**src/rtl/qgf_pkg.sv**
```systemverilog
package qgf_pkg;

   typedef logic [1:0] gf4_t;
   typedef logic [3:0][1:0] lines_t;

   typedef enum logic [1:0] {LN_A = 2'd0, LN_B = 2'd1, LN_C = 2'd2, LN_T = 2'd3} line_sel_e;
   typedef enum logic {XF_ADD = 1'b0, XF_MUL = 1'b1} xform_e;
   typedef enum logic {MAC_FEYN = 1'b0, MAC_TOFF = 1'b1} macro_e;

   localparam gf4_t CTL_FIRE = 2'd3;

   typedef struct packed {
      logic      ctl_en;
      line_sel_e ctl;
      line_sel_e tgt;
      xform_e    xf;
      gf4_t      k;
   } prim_t;

   function automatic gf4_t gf4_add(gf4_t x, gf4_t y);
      return x ^ y;
   endfunction

   // polynomial product reduced by x^2 = x + 1
   function automatic gf4_t gf4_mul(gf4_t x, gf4_t y);
      gf4_t p;
      p[1] = (x[1] & y[1]) ^ (x[1] & y[0]) ^ (x[0] & y[1]);
      p[0] = (x[1] & y[1]) ^ (x[0] & y[0]);
      return p;
   endfunction

endpackage

```
**src/rtl/qgf_prim_rom.sv**
```systemverilog
module qgf_prim_rom
   import qgf_pkg::*;
#(
   parameter bit MIRROR_EN = 1'b1,
   parameter int STEP_W    = 6
) (
   input  macro_e            kind_i,
   input  logic [STEP_W-1:0] step_i,
   output prim_t             prim_o,
   output logic              last_o
);

   localparam int SUM_N  = 6;
   localparam int SEG_N  = 8;
   localparam int FWD_N  = 3 * SEG_N;
   localparam int PROD_N = FWD_N + SUM_N + (MIRROR_EN ? FWD_N : 0);

   // control rotation offsets: cumulative 2, 2^3=1, 1^1=0
   function automatic gf4_t rot_off(int i);
      case (i)
         0:       return 2'd2;
         1:       return 2'd3;
         default: return 2'd1;
      endcase
   endfunction

   // controlled-sum macro: rotate control, then controlled +1/+2/+3 on target
   function automatic prim_t sum_prim(line_sel_e c, line_sel_e t, int i);
      prim_t p;
      p.ctl = c;
      p.xf  = XF_ADD;
      if (i % 2 == 0) begin
         p.ctl_en = 1'b0;
         p.tgt    = c;
         p.k      = rot_off(i / 2);
      end else begin
         p.ctl_en = 1'b1;
         p.tgt    = t;
         p.k      = gf4_t'(i / 2 + 1);
      end
      return p;
   endfunction

   // product segment step; scale_k doubles A forward, triples it on replay
   function automatic prim_t seg_prim(int f, gf4_t scale_k);
      prim_t p;
      int    seg;
      int    r;
      seg      = f / SEG_N;
      r        = f % SEG_N;
      p.ctl_en = 1'b0;
      p.ctl    = LN_B;
      p.tgt    = LN_A;
      p.xf     = XF_ADD;
      p.k      = 2'd0;
      case (r)
         0: begin
            p.tgt = LN_B;
            p.k   = rot_off(seg);
         end
         1, 3, 5: begin
            p.ctl_en = 1'b1;
            p.ctl    = LN_B;
            p.tgt    = LN_A;
            p.k      = rot_off((r - 1) / 2);
         end
         2, 4, 6: begin
            p.ctl_en = 1'b1;
            p.ctl    = LN_A;
            p.tgt    = LN_T;
            p.k      = gf4_t'(r / 2);
         end
         default: begin
            p.xf  = XF_MUL;
            p.tgt = LN_A;
            p.k   = scale_k;
         end
      endcase
      return p;
   endfunction

   int s_idx;

   always_comb begin
      s_idx = int'(step_i);
      if (kind_i == MAC_FEYN) begin
         prim_o = sum_prim(LN_A, LN_B, s_idx);
         last_o = (s_idx == SUM_N - 1);
      end else begin
         last_o = (s_idx == PROD_N - 1);
         if (s_idx < FWD_N)
            prim_o = seg_prim(s_idx, 2'd2);
         else if (s_idx < FWD_N + SUM_N)
            prim_o = sum_prim(LN_T, LN_C, s_idx - FWD_N);
         else
            prim_o = seg_prim(PROD_N - 1 - s_idx, 2'd3);
      end
   end

endmodule

```
**src/rtl/qgf_prim_exec.sv**
```systemverilog
module qgf_prim_exec
   import qgf_pkg::*;
(
   input  lines_t lines_i,
   input  prim_t  prim_i,
   output lines_t lines_o
);

   logic fire;

   always_comb begin
      lines_o = lines_i;
      fire    = !prim_i.ctl_en || (lines_i[prim_i.ctl] == CTL_FIRE);
      if (fire) begin
         if (prim_i.xf == XF_ADD)
            lines_o[prim_i.tgt] = gf4_add(lines_i[prim_i.tgt], prim_i.k);
         else
            lines_o[prim_i.tgt] = gf4_mul(lines_i[prim_i.tgt], prim_i.k);
      end
   end

endmodule

```
**src/rtl/qgf_ref_eval.sv**
```systemverilog
module qgf_ref_eval
   import qgf_pkg::*;
#(
   parameter bit MIRROR_EN = 1'b1
) (
   input  macro_e kind_i,
   input  gf4_t   a_i,
   input  gf4_t   b_i,
   input  gf4_t   c_i,
   output lines_t exp_o
);

   gf4_t prod;
   gf4_t anc_left;

   assign prod = gf4_mul(a_i, b_i);

   generate
      if (MIRROR_EN) begin : g_uncompute
         assign anc_left = '0;
      end else begin : g_keep
         assign anc_left = prod;
      end
   endgenerate

   always_comb begin
      if (kind_i == MAC_FEYN)
         exp_o = {2'd0, c_i, gf4_add(a_i, b_i), a_i};
      else
         exp_o = {anc_left, gf4_add(prod, c_i), b_i, a_i};
   end

endmodule

```
**src/rtl/qgf_macro_seq.sv**
```systemverilog
module qgf_macro_seq
   import qgf_pkg::*;
#(
   parameter bit  MIRROR_EN = 1'b1,
   parameter int  DIGIT_W   = 2,
   localparam int MAX_STEPS = MIRROR_EN ? 54 : 30,
   localparam int STEP_W    = $clog2(MAX_STEPS + 1)
) (
   input  logic               clk,
   input  logic               rst_n,
   input  logic               req_valid,
   input  logic               req_kind,
   input  logic [DIGIT_W-1:0] req_a,
   input  logic [DIGIT_W-1:0] req_b,
   input  logic [DIGIT_W-1:0] req_c,
   output logic               req_reject,
   output logic               busy,
   output logic [DIGIT_W-1:0] line_a,
   output logic [DIGIT_W-1:0] line_b,
   output logic [DIGIT_W-1:0] line_c,
   output logic [DIGIT_W-1:0] line_anc,
   output logic               done,
   output logic [STEP_W-1:0]  steps_used,
   output logic               chk_fail
);

   generate
      if (DIGIT_W != 2) begin : g_bad_width
         initial $error("qgf_macro_seq: DIGIT_W must be 2 for GF(4)");
      end
   endgenerate

   lines_t            lines_q, lines_nx, exp_lines;
   logic [STEP_W-1:0] step_q, steps_q;
   logic              busy_q, done_q, chk_q, last;
   macro_e            kind_q;
   gf4_t              orig_a_q, orig_b_q, orig_c_q;
   prim_t             prim;

   qgf_prim_rom #(.MIRROR_EN(MIRROR_EN), .STEP_W(STEP_W)) u_rom (
      .kind_i (kind_q),
      .step_i (step_q),
      .prim_o (prim),
      .last_o (last)
   );

   qgf_prim_exec u_exec (
      .lines_i (lines_q),
      .prim_i  (prim),
      .lines_o (lines_nx)
   );

   qgf_ref_eval #(.MIRROR_EN(MIRROR_EN)) u_ref (
      .kind_i (kind_q),
      .a_i    (orig_a_q),
      .b_i    (orig_b_q),
      .c_i    (orig_c_q),
      .exp_o  (exp_lines)
   );

   always_ff @(posedge clk) begin
      if (!rst_n) begin
         lines_q  <= '0;
         step_q   <= '0;
         steps_q  <= '0;
         busy_q   <= 1'b0;
         done_q   <= 1'b0;
         chk_q    <= 1'b0;
         kind_q   <= MAC_FEYN;
         orig_a_q <= '0;
         orig_b_q <= '0;
         orig_c_q <= '0;
      end else begin
         done_q <= 1'b0;
         if (!busy_q) begin
            if (req_valid) begin
               lines_q  <= {2'd0, req_c, req_b, req_a};
               kind_q   <= macro_e'(req_kind);
               orig_a_q <= req_a;
               orig_b_q <= req_b;
               orig_c_q <= req_c;
               step_q   <= '0;
               busy_q   <= 1'b1;
            end
         end else begin
            lines_q <= lines_nx;
            step_q  <= step_q + 1'b1;
            if (last) begin
               busy_q  <= 1'b0;
               done_q  <= 1'b1;
               steps_q <= step_q + 1'b1;
               chk_q   <= (lines_nx != exp_lines);
            end
         end
      end
   end

   assign req_reject = req_valid & busy_q;
   assign busy       = busy_q;
   assign done       = done_q;
   assign steps_used = steps_q;
   assign chk_fail   = chk_q;
   assign line_a     = lines_q[LN_A];
   assign line_b     = lines_q[LN_B];
   assign line_c     = lines_q[LN_C];
   assign line_anc   = lines_q[LN_T];

   // ---------------- assertions ----------------
   assert_accept_R2: assert property (@(posedge clk) disable iff (!rst_n)
      (req_valid && !busy_q) |=> (busy_q && lines_q[LN_T] == 2'd0 && lines_q[LN_A] == $past(req_a)));

   assert_hold_request_R3: assert property (@(posedge clk) disable iff (!rst_n)
      (busy_q && req_valid) |=> (kind_q == $past(kind_q) && orig_a_q == $past(orig_a_q)
                                 && orig_b_q == $past(orig_b_q) && orig_c_q == $past(orig_c_q)));

   assert_ctl_restore_R4: assert property (@(posedge clk) disable iff (!rst_n)
      (done_q && kind_q == MAC_FEYN) |-> (lines_q[LN_A] == orig_a_q));

   assert_line_restore_R5: assert property (@(posedge clk) disable iff (!rst_n)
      (done_q && kind_q == MAC_TOFF) |-> (lines_q[LN_A] == orig_a_q && lines_q[LN_B] == orig_b_q));

   assert_step_advance_R7: assert property (@(posedge clk) disable iff (!rst_n)
      (busy_q && !last) |=> (busy_q && step_q == $past(step_q) + 1'b1));

   assert_one_change_R8: assert property (@(posedge clk) disable iff (!rst_n)
      busy_q |=> ($countones({lines_q[LN_A] != $past(lines_q[LN_A]),
                              lines_q[LN_B] != $past(lines_q[LN_B]),
                              lines_q[LN_C] != $past(lines_q[LN_C]),
                              lines_q[LN_T] != $past(lines_q[LN_T])}) <= 1));

   assert_gate_hold_R9: assert property (@(posedge clk) disable iff (!rst_n)
      (busy_q && prim.ctl_en && lines_q[prim.ctl] != CTL_FIRE) |=> (lines_q == $past(lines_q)));

   assert_done_pulse_R10: assert property (@(posedge clk) disable iff (!rst_n)
      done_q |=> !done_q);

   assert_done_clean_R10: assert property (@(posedge clk) disable iff (!rst_n)
      done_q |-> (!busy_q && !chk_q));

endmodule

```
**config.mk**
```make
export PLATFORM = sky130hd
export DESIGN_NAME = qgf_macro_seq
export DESIGN_NICKNAME = d
export VERILOG_FILES = /design/src/rtl/qgf_pkg.sv /design/src/rtl/qgf_prim_rom.sv /design/src/rtl/qgf_prim_exec.sv /design/src/rtl/qgf_ref_eval.sv /design/src/rtl/qgf_macro_seq.sv
export SDC_FILE = /design/constraint.sdc
export NUM_CORES = 1
export LEC_CHECK = 0
export BUFFER_PORTS_ARGS = -buffer_cell sky130_fd_sc_hd__buf_2
export CELL_PAD_IN_SITES_DETAIL_PLACEMENT = 2
export CELL_PAD_IN_SITES_GLOBAL_PLACEMENT = 2
export CORE_MARGIN = 5
export CORE_UTILIZATION = 37
export DETAILED_ROUTE_END_ITERATION = 10
export GPL_TIMING_DRIVEN = 0
export PLACE_DENSITY = 0.92
export SLEW_MARGIN = 20
export SYNTH_ARGS = -nofsm -noshare
export SYNTH_HDL_FRONTEND = slang
export SYNTH_SLANG_ARGS = --single-unit
```
**constraint.sdc**
```tcl
create_clock -name clk -period 7.1 [get_ports clk]
set_clock_uncertainty 0.15 [all_clocks]
set_input_delay 0.71 -clock clk [delete_from_list [all_inputs] [get_ports clk]]
set_output_delay 0.71 -clock clk [all_outputs]
set_load 0.1 [all_outputs]
```
# Yosys cells after proc, flatten, opt, wreduce, memory -nomap -nowiden
# Index checks and enable logic that the tools add are counted.
[word_totals]
input_bits = 10
out_inout_bits = 18
reg_bits = 30
word_cells = 143
[op_classes]
magnitude_cmp = 5
n_reduce_logical = 24
n_addsub = 12
mux = 43
eq_ne = 22
n_bitwise = 24
[op_table]
columns = ["operator", "n"]
rows = [
  ["logical NOT 32 bit", 10],
  ["== test 32 x 1 -> 1 bit, second input constant", 5],
  ["adder 32 x 1 -> 32 bit", 4],
  ["== test 32 x 3 -> 1 bit, second input constant", 3],
  ["== test 32 x 2 -> 1 bit, second input constant", 2],
  ["2-to-1 mux 8 bit", 7],
  ["one-hot mux 2 bit (2 select lines)", 8],
  ["2-to-1 mux 6 bit", 3],
  ["bitwise mux 8 bit", 2],
  ["OR reduction 3 bit", 5],
  ["bitwise AND 1 bit", 14],
  ["OR reduction 7 bit", 2],
  ["< comparator 6 x 5 -> 1 bit, second input constant", 2],
  ["one-hot mux 2 bit (3 select lines)", 2],
  ["one-hot mux 3 bit (2 select lines)", 2],
  ["2-to-1 mux 1 bit", 11],
  ["2-to-1 mux 2 bit", 5],
  ["== test 3 bit, second input constant", 3],
  ["binary-select mux 2 bit (select 2 bit)", 2],
  ["!= test 8 bit", 1],
  ["subtractor 6 x 5 -> 7 bit, second input constant", 1],
  ["subtractor 6 x 6 -> 7 bit, first input constant", 1],
  ["adder 6 x 1 -> 6 bit, second input constant", 1],
  ["== test 3 x 1 -> 1 bit, second input constant", 2],
  ["21 further kinds", 32],
]

# Depth between registers and ports, before layout
# Gate-level depths: netlist of run 1.
[logic_depth]
word_depth = 21
ltp_mapped = 26

# By module
# Synthesis of run 1 repeated with hierarchy kept, for this count alone.
[hier_totals]
hier_cells = 407
area_unflattened_um2 = 3418.3
[by_module_without_submodules]
columns = ["mod", "area_each_um2", "instances", "cells_per_inst"]
rows = [
  ["qgf_prim_rom", 1531.5, 1, 207],
  ["qgf_macro_seq", 1401.3, 1, 144],
  ["qgf_prim_exec", 339.1, 1, 37],
  ["qgf_ref_eval", 146.4, 1, 19],
]

# Worst setup path after synthesis of run 1
# OpenSTA, ideal clock, no wires.
[synth_path]
path_type = "reg-to-reg"
from = "reg step_q[1]"
to = "reg chk_q, in the netlist chk_fail"
path_slack_ns = 1.990
period_less_slack_ns = 5.110
required_time_ns = 6.823
path_stages_with_launch = 25
t_arrival_ns = 4.833
path_cell_list = "dfxtp_1 buf_2 inv_1 ha_1 ha_1 buf_2 nor3_4 ha_1 ha_1 nand3_1 ha_1 nor4bb_1 nand4_1 a21oi_1 a2111o_1 o211ai_1 nand2_1 ha_1 xnor2_1 mux2i_1 mux2i_1 xnor2_1 o211ai_1 nor4_1 a31oi_1"
[synth_via]
elab_chain_len = 19
[synth_lines]
columns = ["item", "line_no", "source"]
rows = [
  ["start, declared", "qgf_macro_seq.sv:34", "logic [STEP_W-1:0] step_q, steps_q;"],
  ["start signal, assigned", "qgf_macro_seq.sv:87", "step_q <= step_q + 1'b1;"],
  ["subtractor 6 x 6 -> 7 bit", "qgf_prim_rom.sv:96", "prim_o = seg_prim(PROD_N - 1 - s_idx, 2'd3);"],
  ["OR reduction 3 bit (no line)", "-", ""],
  ["bitwise AND 1 bit (no line)", "-", ""],
  ["subtractor 4 x 2 -> 5 bit", "qgf_prim_rom.sv:65", "p.k = rot_off((r - 1) / 2);"],
  ["bitwise AND 1 bit (no line)", "-", ""],
  ["adder 32 x 1 -> 32 bit (no line)", "-", ""],
  ["== test 32 x 1 -> 1 bit or logical NOT 32 bit (tied branches)", "qgf_prim_rom.sv:20", "case (i)"],
  ["one-hot mux 2 bit (2 select lines)", "qgf_prim_rom.sv:20", ""],
  ["[2 not listed]", "-", ""],
  ["2-to-1 mux 8 bit", "qgf_prim_rom.sv:91", "if (s_idx < FWD_N)"],
  ["2-to-1 mux 8 bit", "qgf_prim_rom.sv:86", "if (kind_i == MAC_FEYN) begin"],
  ["bitwise AND 1 bit, on equally long branches", "qgf_pkg.sv:27, qgf_pkg.sv:28", ""],
  ["bitwise XOR 1 bit (2 in a row)", "qgf_pkg.sv:27", "p[1] = (x[1] & y[1]) ^ (x[1] & y[0]) ^ (x[0] & y[1]);"],
  ["bitwise mux 8 bit", "qgf_prim_exec.sv:18", "lines_o[prim_i.tgt] = gf4_mul(lines_i[prim_i.tgt], prim_i.k);"],
  ["2-to-1 mux 8 bit", "qgf_prim_exec.sv:15", "if (prim_i.xf == XF_ADD)"],
  ["2-to-1 mux 8 bit", "qgf_prim_exec.sv:14", "if (fire) begin"],
  ["!= test 8 bit", "qgf_macro_seq.sv:92", "chk_q <= (lines_nx != exp_lines);"],
  ["end signal, assigned", "qgf_macro_seq.sv:92", ""],
  ["end, declared", "qgf_macro_seq.sv:35", "logic busy_q, done_q, chk_q, last;"],
]
# Parallel ways exist; a longest one is shown, timed or not. The select of a mux whose other input is x is not followed.
# A chain may end at the register's enable or synchronous reset.

# Worst setup path after layout of run 1
[layout_path]
from = "reg step_q[3]"
to = "reg chk_q, in the netlist chk_fail"
[layout_via]
elab_chain_len = 18
[layout_lines]
columns = ["item", "line_no", "source"]
rows = [
  ["subtractor 6 x 6 -> 7 bit", "qgf_prim_rom.sv:96", ""],
  ["bitwise AND 1 bit (no line)", "-", ""],
  ["subtractor 4 x 2 -> 5 bit", "qgf_prim_rom.sv:65", ""],
  ["bitwise AND 1 bit (no line)", "-", ""],
  ["adder 32 x 1 -> 32 bit (no line)", "-", ""],
  ["== test 32 x 1 -> 1 bit or logical NOT 32 bit (tied branches)", "qgf_prim_rom.sv:20", ""],
  ["one-hot mux 2 bit (2 select lines)", "qgf_prim_rom.sv:20", ""],
  ["one-hot mux 2 bit (3 select lines)", "qgf_prim_rom.sv:56", "case (r)"],
  ["2-to-1 mux 8 bit", "qgf_prim_rom.sv:93", "else if (s_idx < FWD_N + SUM_N)"],
  ["2-to-1 mux 8 bit", "qgf_prim_rom.sv:91", ""],
  ["2-to-1 mux 8 bit", "qgf_prim_rom.sv:86", ""],
  ["bitwise AND 1 bit, on equally long branches", "qgf_pkg.sv:27, qgf_pkg.sv:28", ""],
  ["bitwise XOR 1 bit (2 in a row)", "qgf_pkg.sv:27", ""],
  ["bitwise mux 8 bit", "qgf_prim_exec.sv:18", ""],
  ["2-to-1 mux 8 bit", "qgf_prim_exec.sv:15", ""],
  ["2-to-1 mux 8 bit", "qgf_prim_exec.sv:14", ""],
  ["!= test 8 bit", "qgf_macro_seq.sv:92", ""],
]
# Parallel ways exist; a longest one is shown, timed or not. The select of a mux whose other input is x is not followed.

==> results of run 1 <==
## flip-flops by register name, summed over array words and instances, names as in the netlist
name and flops:
step_q 6, steps_used 6, line_a 2, line_anc 2
line_b 2, line_c 2, orig_a_q 2, orig_b_q 2
orig_c_q 2, busy 1, chk_fail 1, done 1
kind_q 1
## cells by family after synthesis
| group | after synthesis | share of synthesized area [%] |
|---|---|---|
| XOR/XNOR | 25 | 7.41 |
| AND/OR/NAND/NOR | 145 | 23.1 |
| flip-flops | 30 | 18.1 |
| multiplexers | 18 | 5.49 |
| adder cells (fa/ha/maj) | 49 | 18.4 |
| buffers and inverters | 44 | 5.75 |
| AO/OA/AOI/OAI | 95 | 21.7 |
## per-layer routing
layer | share of wire (%) | track usage (%) | vias to the layer above
li1 | - | - | 1536
met1 | 42 | 29.3 | 1723
met2 | 52 | 45.4 | 92
met3 | 3.4 | 2.34 | 23
met4 | 2.3 | 8.40 | 0
met5 | 0 | 0 | -
## Yosys cell counts, types with 2 or more instances
master     n
ha_1      49
nand2_1   47
dfxtp_1   30
inv_1     20
nor2_1    18
mux2i_1   16
xnor2_1   15
a21oi_1   14
nor2b_1   13
clkbuf_1  12
nand3_1   11
a21boi_0  10
nand4_1    9
o21ai_0    8
xor2_1     8
a21o_1     7
nor3_1     7
o211a_1    7
a211oi_1   6
and2_1     6
buf_2      6
nor4_1     6
o211ai_1   5
a32oi_1    4
nand2b_1   4
o21a_1     4
o221ai_1   4
nand3b_1   3
nor3b_1    3
o21ai_1    3
o22ai_1    3
or2_2      3
or3_1      3
a211o_1    2
a221oi_1   2
a31oi_1    2
buf_6      2
inv_2      2
mux2_2     2
nor3_2     2
o32ai_1    2
xnor3_1    2
## critical path, cell delays in order, from the launching register on
cell and delay [ns]:
dfxtp_1 0.42, buf_6 0.21, a21oi_1 0.64, and2_1 0.23, ha_1 0.21, nand3b_1 0.18
or3b_2 0.55, a211o_1 0.25, ha_1 0.28, and4b_1 0.21, nand4_1 0.13, nor4_1 0.62
a32oi_1 0.20, o221ai_1 0.35, nand2_1 0.10, ha_1 0.20, xnor2_1 0.14, mux2i_1 0.52
mux2i_1 0.22, xnor2_1 0.19, o211ai_1 0.11, nor4_1 0.30, a31oi_1 0.13
## power by group through the flow
stage | registers [mW] | clock network (mW) | logic [mW]
after floorplan | 0.213 | 0 | 0.104
after global placement | 0.188 | 0 | 0.164
after detailed placement | 0.189 | 0 | 0.176
after CTS | 0.185 | 0.160 | 0.181
after global routing | 0.187 | 0.168 | 0.196
final | 0.186 | 0.158 | 0.182
## worst max path at each step
stage | end | depth (start not counted) | start | slack [ns]
finish | chk_fail$_SDFFE_PN0P_ | 22 | step_q[3]$_SDFFE_PN0P_ | 0.42
global route | chk_fail$_SDFFE_PN0P_ | 22 | step_q[3]$_SDFFE_PN0P_ | 0.13
CTS | chk_fail$_SDFFE_PN0P_ | 22 | step_q[3]$_SDFFE_PN0P_ | 0.56
detailed placement | chk_fail$_SDFFE_PN0P_ | 22 | step_q[3]$_SDFFE_PN0P_ | 0.57
global placement | chk_fail$_SDFFE_PN0P_ | 24 | step_q[1]$_SDFFE_PN0P_ | 1.04
floorplan | chk_fail$_SDFFE_PN0P_ | 24 | step_q[1]$_SDFFE_PN0P_ | 1.99
## cell type report
cell class	instances	share of cell area (%)
tap	108	3.66
buffer	22	2.95
clock buffer	6	2.24
inverter	22	2.24
timing repair buffer	25	3.39
multi-input combinational	332	68.9
clock inverter	2	0.339
sequential	30	16.3
==> impl_metrics.py, run 1 <==
metrics = {
    "outcome": {
        "status": "finished clean",
    },
    "placement": {
        "dp_slack_ns": 0.567,
        "placed_cells": 539,
        "dp_hpwl_um": 9850,
        "place_congestion": 0.893,
        "portBuffers": 25,
        "post_dp_cell_area_sq_um": 3590,
    },
    "global_route": {
        "grt_pass1_wl_um": 21500,
        "grt_pass1_vias": 3830,
        "gr-total-overflow": 0,
        "gr-usage-all-layers_pct": 24.5,
        "grt_start_max_net_pins": 11,
        "antenna_found_initial": 0,
    },
    "setup_path": {
        "worstPathMaxFanout": 10,
        "rr_worst_depth": 22,
        "r2r_end": "chk_fail$_SDFFE_PN0P_",
        "r2r-start": "step_q[3]$_SDFFE_PN0P_",
        "regToRegSetupSlack_ns": 0.42,
        "critPathLaunchType": "flip-flop",
        "crit_required_ns": 7.12,
        "path_class": "flip-flop to flip-flop",
        "arrival_ns": 6.70,
        "crit_path_end_kind": "flip-flop",
    },
    "clock_tree": {
        "cts_setup_buffers": 0,
        "cts_made_buffers": 5,
        "cts_hold_buf": 0,
        "cts_resized": 0,
        "clkLatencyLatePin_ns": 0.30,
        "htreeDepth": 2,
        "cts_tree": "done",
        "clockBufferDepth": 2,
        "root_buffer": "clkbuf_8",
        "clk_pin_slew_worst_paths_ns": 0.08,
        "cts_sinks": 30,
    },
    "synthesis": {
        "synth_edf_count": 0,
        "syn_area_sq_um": 3330,
        "synth_cell_types": 66,
        "synth-warning-count": 0,
        "synthCells": 406,
        "synthArstFlopShare_pct": 0,
        "synth_seq_cells": 30,
        "synth_ff_type": "dfxtp_1",
        "ys_seq_area_share_pct": 18.1,
        "ys_top_cells_by_area": "ha_1 18%, dfxtp_1 18%, nand2_1 5.3%, mux2i_1 4.8%, xnor2_1 3.9%",
        "syn_nets": 465,
        "synth_top_area_share_pct": 18.4,
        "syn_avg_cell_area_sq_um": 8.19,
        "yosysTopAreaCell": "ha_1",
    },
    "power": {
        "combPwrFrac_pct": 34.7,
        "peakVddDrop_uv": 108,
        "pwr-share-clk_pct": 30.0,
        "power_density_nw_per_um2": 143,
        "power_frac_seq_pct": 35.3,
        "switchingPower_uw": 214,
        "power.internal_uw": 312,
        "leakagePower_nw": 1.63,
        "switching_share_pct": 40.7,
        "fin_total_pwr_uw": 526,
    },
    "layout": {
        "stdcell_count": 547,
        "n_fill_cell": 1018,
        "final_cell_mix": "49 x ha_1, 47 x nand2_1, 31 x buf_2",
        "final_common_cell": "ha_1",
        "multiInputGateArea_sq_um": 2540,
        "drive_above_1_share_pct": 13.9,
        "syn2layout_area_growth_pct": 10.8,
        "utilization_pct": 42.1,
        "fin_nets": 497,
        "antenna_cells": 0,
        "regArea_sq_um": 601,
        "design_area_sq_um": 3690,
    },
    "sta": {
        "fin_crit_ns": 6.68,
        "fin_hold_ws_ns": 0.347,
        "rsz0062_at_grt": "no",
        "finalMaxSlewViolations": 0,
        "setup_slack_ns": 0.418,
        "fin_tns_setup_ns": 0,
        "finalCritPeriodShare_pct": 94.1,
        "max_slew_margin_pct": 45.9,
        "setup_violations": 0,
        "max_freq_mhz": 150,
        "hold_violations": 0,
        "tightest_slew_ns": 0.811,
    },
    "drt": {
        "vias_per_cell": 6.17,
        "drt_wl_total_um": 13500,
        "drtIter0Drc": 183,
        "wire_per_inst_um": 24.7,
        "drc": 0,
        "first_pass_iters": 4,
        "via_count": 3374,
        "antenna_left": 0,
    },
    "floorplanning": {
        "die_w_um": 105,
        "rows": 34,
        "die_area_sq_um": 11000,
        "ios": 28,
        "core_area_sq_um": 8760,
        "fp.dieH_um": 105,
        "initial_core_util_pct": 38.0,
    },
    "run": {
        "drv_cap": 0,
    },
    "worst_hold_path": {
        "holdPathStages": 1,
        "min_path_type": "flip-flop to flip-flop",
        "hold_end": "steps_used[3]$_SDFFE_PN0P_",
        "worstHoldStart": "steps_used[3]$_SDFFE_PN0P_",
    },
}
Note: power is estimated with default switching activity, not from simulation.
==> inputs of run 2 (changes only) <==
--- a/config.mk
+++ b/config.mk
@@ -12,6 +12,7 @@
 export CORE_UTILIZATION = 37
 export DETAILED_ROUTE_END_ITERATION = 10
 export GPL_TIMING_DRIVEN = 0
+export MAX_ROUTING_LAYER = met4
 export PLACE_DENSITY = 0.92
 export SLEW_MARGIN = 20
 export SYNTH_ARGS = -nofsm -noshare
==> constraint.sdc (replaced) <==
create_clock -name clk -period 7.1 [get_ports clk]
set_clock_uncertainty 0.15 [all_clocks]
set_input_delay 0 -clock clk [delete_from_list [all_inputs] [get_ports clk]]
set_output_delay 0 -clock clk [all_outputs]
set_load 0.1 [all_outputs]
==> run 2 against run 1 <==
Effect of this change:
- the run now ends with negative hold slack left
- via count rose by 1.7%
- sequential power is essentially flat
- critical path type unchanged
- worst setup slack worse by 0.0087 ns
- highest routed layer unchanged
- maximum frequency is 0.13% lower
- non-clock buffer count up 8
- combinational power up 2%
- final cell count up 1.5%
- hold slack got worse by 0.36 ns
- global-route usage increased by 1.3 points
- die area did not move
- wire length grew 2.0%
- clock power about the same
==> impl_metrics.py, run 2 (synthesis gave the netlist of run 1 again) <==
metrics = {
    "global_route": {
        "grt_start_max_net_pins": 11,
        "antenna_found_initial": 0,
        "grt_pass1_wl_um": 22000,
        "gr-usage-all-layers_pct": 25.8,
        "gr-total-overflow": 0,
        "grt_pass1_vias": 3932,
    },
    "setup_path": {
        "path_cells": "buf_6 > a21oi_1 > and2_1 > ha_1 > nand3b_1 > or3b_2 > a211o_1 > ha_1 > and4b_1 > nand4_1 > nor4_1 > a32oi_1 > o221ai_1 > nand2_1 > ha_1 > xnor2_1 > mux2i_1 > mux2i_1 > xnor2_1 > o211ai_1 > nor4_1 > a31oi_1",
        "worstPathMaxFanout": 10,
        "crit_path_end_kind": "flip-flop",
        "crit_path_frequent_cell": "ha_1",
        "crit_required_ns": 7.13,
        "arrival_ns": 6.72,
        "critPathLaunchType": "flip-flop",
        "path_class": "flip-flop to flip-flop",
        "critPathBufInv": 1,
        "crit_family": "simple AND/OR/NAND/NOR gates",
        "slowest_stage": "nor4_1",
        "cpPeakStageDelay_ns": 0.65,
    },
    "drt": {
        "drc": 0,
        "wl_met1_um": 5790,
        "top_layer": "met4",
        "antenna_left": 0,
        "route.met3.wl_um": 422,
        "wl_met2_um": 7170,
        "first_pass_iters": 4,
        "wire_per_inst_um": 24.8,
        "drtIter0Drc": 131,
        "via_count": 3432,
        "vias_per_cell": 6.18,
        "drt_wl_total_um": 13800,
    },
    "layout": {
        "multiInputGateArea_sq_um": 2540,
        "utilization_pct": 43.0,
        "final_cell_mix": "49 x ha_1, 47 x nand2_1, 31 x buf_2",
        "antenna_cells": 0,
        "syn2layout_area_growth_pct": 13.2,
        "drive_above_1_share_pct": 13.6,
        "fin_nets": 505,
        "regArea_sq_um": 601,
        "final_common_cell": "ha_1",
        "n_fill_cell": 990,
        "design_area_sq_um": 3770,
    },
    "clock_tree": {
        "clockBufferDepth": 2,
        "cts_sinks": 30,
        "cts_made_buffers": 5,
        "cts_resized": 0,
        "cts_tree": "done",
        "clk_pin_slew_worst_paths_ns": 0.08,
        "clkLatencyLatePin_ns": 0.30,
        "htreeDepth": 2,
        "root_buffer": "clkbuf_8",
    },
    "power": {
        "leakagePower_nw": 1.66,
        "fin_total_pwr_uw": 528,
        "peakVddDrop_uv": 110,
        "power_density_nw_per_um2": 140,
    },
    "floorplanning": {
        "ios": 28,
        "die_w_um": 105,
        "fp.dieH_um": 105,
        "core_area_sq_um": 8760,
        "die_area_sq_um": 11000,
        "rows": 34,
        "initial_core_util_pct": 38.0,
    },
    "sta": {
        "max_slew_margin_pct": 45.9,
        "finalCritPeriodShare_pct": 94.2,
        "setup_violations": 0,
        "fin_crit_ns": 6.69,
        "rsz0062_at_grt": "no",
        "hold_violations": 3,
        "max_freq_mhz": 149,
        "finalMaxSlewViolations": 0,
        "tightest_slew_ns": 0.812,
        "fin_tns_setup_ns": 0,
        "fin_hold_ws_ns": -0.0102,
    },
    "placement": {
        "portBuffers": 25,
        "post_dp_cell_area_sq_um": 3590,
        "place_congestion": 0.908,
        "dp_hpwl_um": 9850,
    },
    "outcome": {
        "status": "finished, violations left",
        "violations": "negative hold slack",
    },
    "worst_hold_path": {
        "min_path_type": "input port to flip-flop",
    },
    "run": {
        "drv_cap": 0,
    },
}
-- run 2: cell types whose count changed in the layout (fill, tap and decap cells not counted) --
cell / previous run / this run
dlygate4sd3_1: 0 / 8
-- run 2: routing by layer --
metal | GRT usage, % | vias up
li1 | - | 1558
met1 | 29.6 | 1749
met2 | 46.3 | 96
met3 | 2.40 | 29
met4 | 9.68 | 0
met5 | - | -
-- run 2: worst register-to-register path: stages (launching register included) --
cell	delay [ns]
dfxtp_1	0.41
buf_6	0.21
a21oi_1	0.64
and2_1	0.23
ha_1	0.21
nand3b_1	0.19
or3b_2	0.56
a211o_1	0.25
ha_1	0.29
and4b_1	0.22
nand4_1	0.13
nor4_1	0.65
a32oi_1	0.21
o221ai_1	0.35
nand2_1	0.10
ha_1	0.20
xnor2_1	0.14
mux2i_1	0.50
mux2i_1	0.22
xnor2_1	0.21
o211ai_1	0.11
nor4_1	0.29
a31oi_1	0.13
-- run 2: layout make-up --
| class | instances | share of cell area, % |
|---|---|---|
| clock inverter | 2 | 0.332 |
| multi-input combinational | 332 | 67.4 |
| clock buffer | 6 | 2.19 |
| inverter | 22 | 2.19 |
| tap | 108 | 3.59 |
| sequential | 30 | 15.9 |
| buffer | 22 | 2.89 |
| timing repair buffer | 33 | 5.45 |
-- run 2: path summary, 6_finish.rpt --
| path | cells past startpoint | to | slack [ns] | start |
|---|---|---|---|---|
| min | 2 | kind_q$_SDFFE_PN0P_ | -0.01 | rst_n |
| max reg2reg | 22 | chk_fail$_SDFFE_PN0P_ | 0.41 | step_q[3]$_SDFFE_PN0P_ |
| min reg2reg | 2 | orig_c_q[0]$_SDFFE_PN0P_ | 0.34 | orig_c_q[0]$_SDFFE_PN0P_ |
| max | 22 | chk_fail$_SDFFE_PN0P_ | 0.41 | step_q[3]$_SDFFE_PN0P_ |
-- run 2: repair_timing --
action | 4_1_cts | 5_1_grt
hold endpoints to repair | 13 | 0
hold buffers | 8 | 0
buffers inserted | 0 | 0
-- run 2: report_power, final --
part,internal (mW),switching (mW)
clock,0.0781,0.0780
combinational,0.0615,0.124
sequential,0.175,0.0108
total,0.315,0.213
-- run 2: through the flow --
stage               setup slack [ns]  instances
floorplan                       1.99        406
global placement                1.04        539
detailed placement             0.567        539
CTS                            0.562        555
global route                   0.117        555
finish                         0.409        555
==> inputs of run 3 (changes only) <==
--- a/config.mk
+++ b/config.mk
@@ -9,11 +9,12 @@
 export CELL_PAD_IN_SITES_DETAIL_PLACEMENT = 2
 export CELL_PAD_IN_SITES_GLOBAL_PLACEMENT = 2
 export CORE_MARGIN = 5
-export CORE_UTILIZATION = 37
+export CORE_UTILIZATION = 28
+export CTS_CLUSTER_DIAMETER = 30
 export DETAILED_ROUTE_END_ITERATION = 10
 export GPL_TIMING_DRIVEN = 0
 export MAX_ROUTING_LAYER = met4
-export PLACE_DENSITY = 0.92
+export PLACE_DENSITY = 0.75
 export SLEW_MARGIN = 20
 export SYNTH_ARGS = -nofsm -noshare
 export SYNTH_HDL_FRONTEND = slang
==> run 3 against run 2 <==
Effect of this change:
- the run now ends clean
- worst setup slack improved by 0.27 ns
- non-clock buffer count is 1 lower
- register-to-register slack better by 0.27 ns
- global-route usage shrank 9.1 points
- sequential cell count stayed put
- die area up 29%
- core utilization down 9.5 points
- wire length fell by 17%
- power is 8.9% higher
- count of clock-buffer cells in the layout rose by 1
- first-iteration DRC count down 47%
- critical endpoint unchanged
==> impl_metrics.py, run 3 (synthesis gave the netlist of run 1 again) <==
metrics = {
    "outcome": {
        "status": "finished clean",
    },
    "setup_path": {
        "arrival_ns": 6.42,
        "crit_path_end_kind": "flip-flop",
        "worstSetupEndpoint": "chk_fail$_SDFFE_PN0P_",
        "cp.depth": 24,
        "r2r-start": "step_q[1]$_SDFFE_PN0P_",
        "crit_path_frequent_cell": "ha_1",
        "regToRegSetupSlack_ns": 0.68,
        "crit_start": "step_q[1]$_SDFFE_PN0P_",
        "path_cells": "buf_2 > inv_1 > ha_1 > ha_1 > buf_2 > nor3_4 > ha_1 > ha_1 > nand3_1 > ha_1 > nor4bb_1 > nand4_1 > a211oi_1 > o21ai_0 > o221ai_1 > nand2_1 > ha_1 > xnor2_1 > mux2i_1 > mux2i_1 > xnor2_1 > o211ai_1 > nor4_1 > a31oi_1",
        "path_class": "flip-flop to flip-flop",
        "rr_worst_depth": 24,
        "critPathLaunchType": "flip-flop",
        "worstPathMaxFanout": 8,
        "critPathBufInv": 3,
        "crit_required_ns": 7.11,
        "cpPeakStageDelay_ns": 0.57,
        "r2r_end": "chk_fail$_SDFFE_PN0P_",
        "slowest_stage": "dfxtp_1",
        "crit_family": "adder cells",
    },
    "drt": {
        "drt_wl_total_um": 11400,
        "first_pass_iters": 4,
        "via_count": 3189,
        "drc": 0,
        "wire_per_inst_um": 19.4,
        "drtIter0Drc": 70,
        "vias_per_cell": 5.41,
        "antenna_left": 0,
    },
    "clock_tree": {
        "htreeDepth": 2,
        "cts_tree": "done",
        "cts_setup_buffers": 0,
        "cts_made_buffers": 5,
        "cts_sinks": 30,
        "root_buffer": "clkbuf_16",
        "clk_pin_slew_worst_paths_ns": 0.05,
        "clkLatencyLatePin_ns": 0.28,
        "clockBufferDepth": 2,
    },
    "sta": {
        "max_slew_margin_pct": 44.1,
        "finalMaxSlewViolations": 0,
        "max_freq_mhz": 156,
        "rsz0062_at_grt": "no",
        "fin_tns_setup_ns": 0,
        "hold_violations": 0,
        "fin_crit_ns": 6.42,
        "setup_violations": 0,
        "tightest_slew_ns": 0.837,
        "finalCritPeriodShare_pct": 90.4,
        "setup_slack_ns": 0.683,
    },
    "global_route": {
        "gr-total-overflow": 0,
        "grt_pass1_wl_um": 18800,
        "grt_start_max_net_pins": 11,
        "grt_pass1_vias": 3507,
        "antenna_found_initial": 0,
        "gr-usage-all-layers_pct": 16.8,
    },
    "layout": {
        "n_fill_cell": 1326,
        "final_common_cell": "ha_1",
        "fin_nets": 504,
        "antenna_cells": 0,
        "drive_above_1_share_pct": 13.5,
        "final_cell_mix": "49 x ha_1, 47 x nand2_1, 31 x buf_2",
        "syn2layout_area_growth_pct": 15.8,
    },
    "worst_hold_path": {
        "min_path_type": "input port to flip-flop",
    },
    "floorplanning": {
        "initial_core_util_pct": 28.9,
        "core_area_sq_um": 11500,
        "die_area_sq_um": 14200,
        "die_w_um": 119,
        "rows": 39,
        "ios": 28,
        "fp.dieH_um": 119,
    },
    "power": {
        "leakagePower_nw": 1.69,
        "peakVddDrop_uv": 145,
        "power_density_nw_per_um2": 149,
    },
    "run": {
        "drv_cap": 0,
    },
    "placement": {
        "dp_hpwl_um": 8830,
        "portBuffers": 25,
        "place_congestion": 0.852,
        "dp_slack_ns": 0.743,
    },
}
run 3: cell count changes in the layout (fill, tap and decap cells not counted):
cell           change
clkbuf_1           +1
clkbuf_16          +5
clkbuf_8           -5
dlygate4sd3_1      -1
clkinvlp_4         -1
run 3: where the power goes:
part           switching [mW]  internal, mW
Clock                  0.0739         0.139
Combinational           0.116        0.0609
Sequential            0.00957         0.176
run 3: repair_timing:
action	CTS	global route
hold buffers	7	0
hold endpoints to repair	12	0
gates resized for setup	0	0
run 3: how the worst min path moves through the flow:
stage                   from                    endpoint  slack [ns]  cells past startpoint
global route           rst_n  steps_used[3]$_SDFFE_PN0P_        0.05                      2
global placement    req_a[1]    orig_a_q[1]$_SDFFE_PN0P_        0.12                      3
finish                 rst_n  steps_used[4]$_SDFFE_PN0P_        0.02                      2
detailed placement  req_c[1]    orig_c_q[1]$_SDFFE_PN0P_        0.13                      3
CTS                    rst_n  steps_used[4]$_SDFFE_PN0P_        0.02                      2
floorplan           req_kind         kind_q$_SDFFE_PN0P_      -0.005                      2
run 3: stage by stage:
stage          hold slack (ns)  area [sq um]  total power [mW]  std cells  util (%)
2_1_floorplan         -0.00509          3330             0.317        406         -
3_3_place_gp             0.117          3630             0.355        574      31.5
4_1_cts                 0.0249          3850             0.579        589      33.5
3_5_place_dp             0.134          3640             0.362        574      31.6
6_report                0.0195          3850             0.575        589      33.5
5_1_grt                 0.0506          3850             0.606        589      33.5
run 3: final cells by class:
class                   count  area [sq um]  area share [%]
plain buffers              22           109            2.82
clock buffers               7           143            3.70
clock inverters             1          5.00           0.130
inverters                  22          82.6            2.14
multi-input cells         332          2540            65.9
flip-flops and latches     30           601            15.6
well taps                 143           179            4.64
repair buffers             32           195            5.06
run 3: layer usage:
metal  share of wire [%]  up-vias  GRT usage, %  wire [um]
li1                    -     1555             -          -
met1                  47     1575          21.5       5430
met2                  49       42          28.1       5570
met3                 1.8       17          1.71        207
met4                 2.0        0          4.78        228
met5                   0        -             -          0
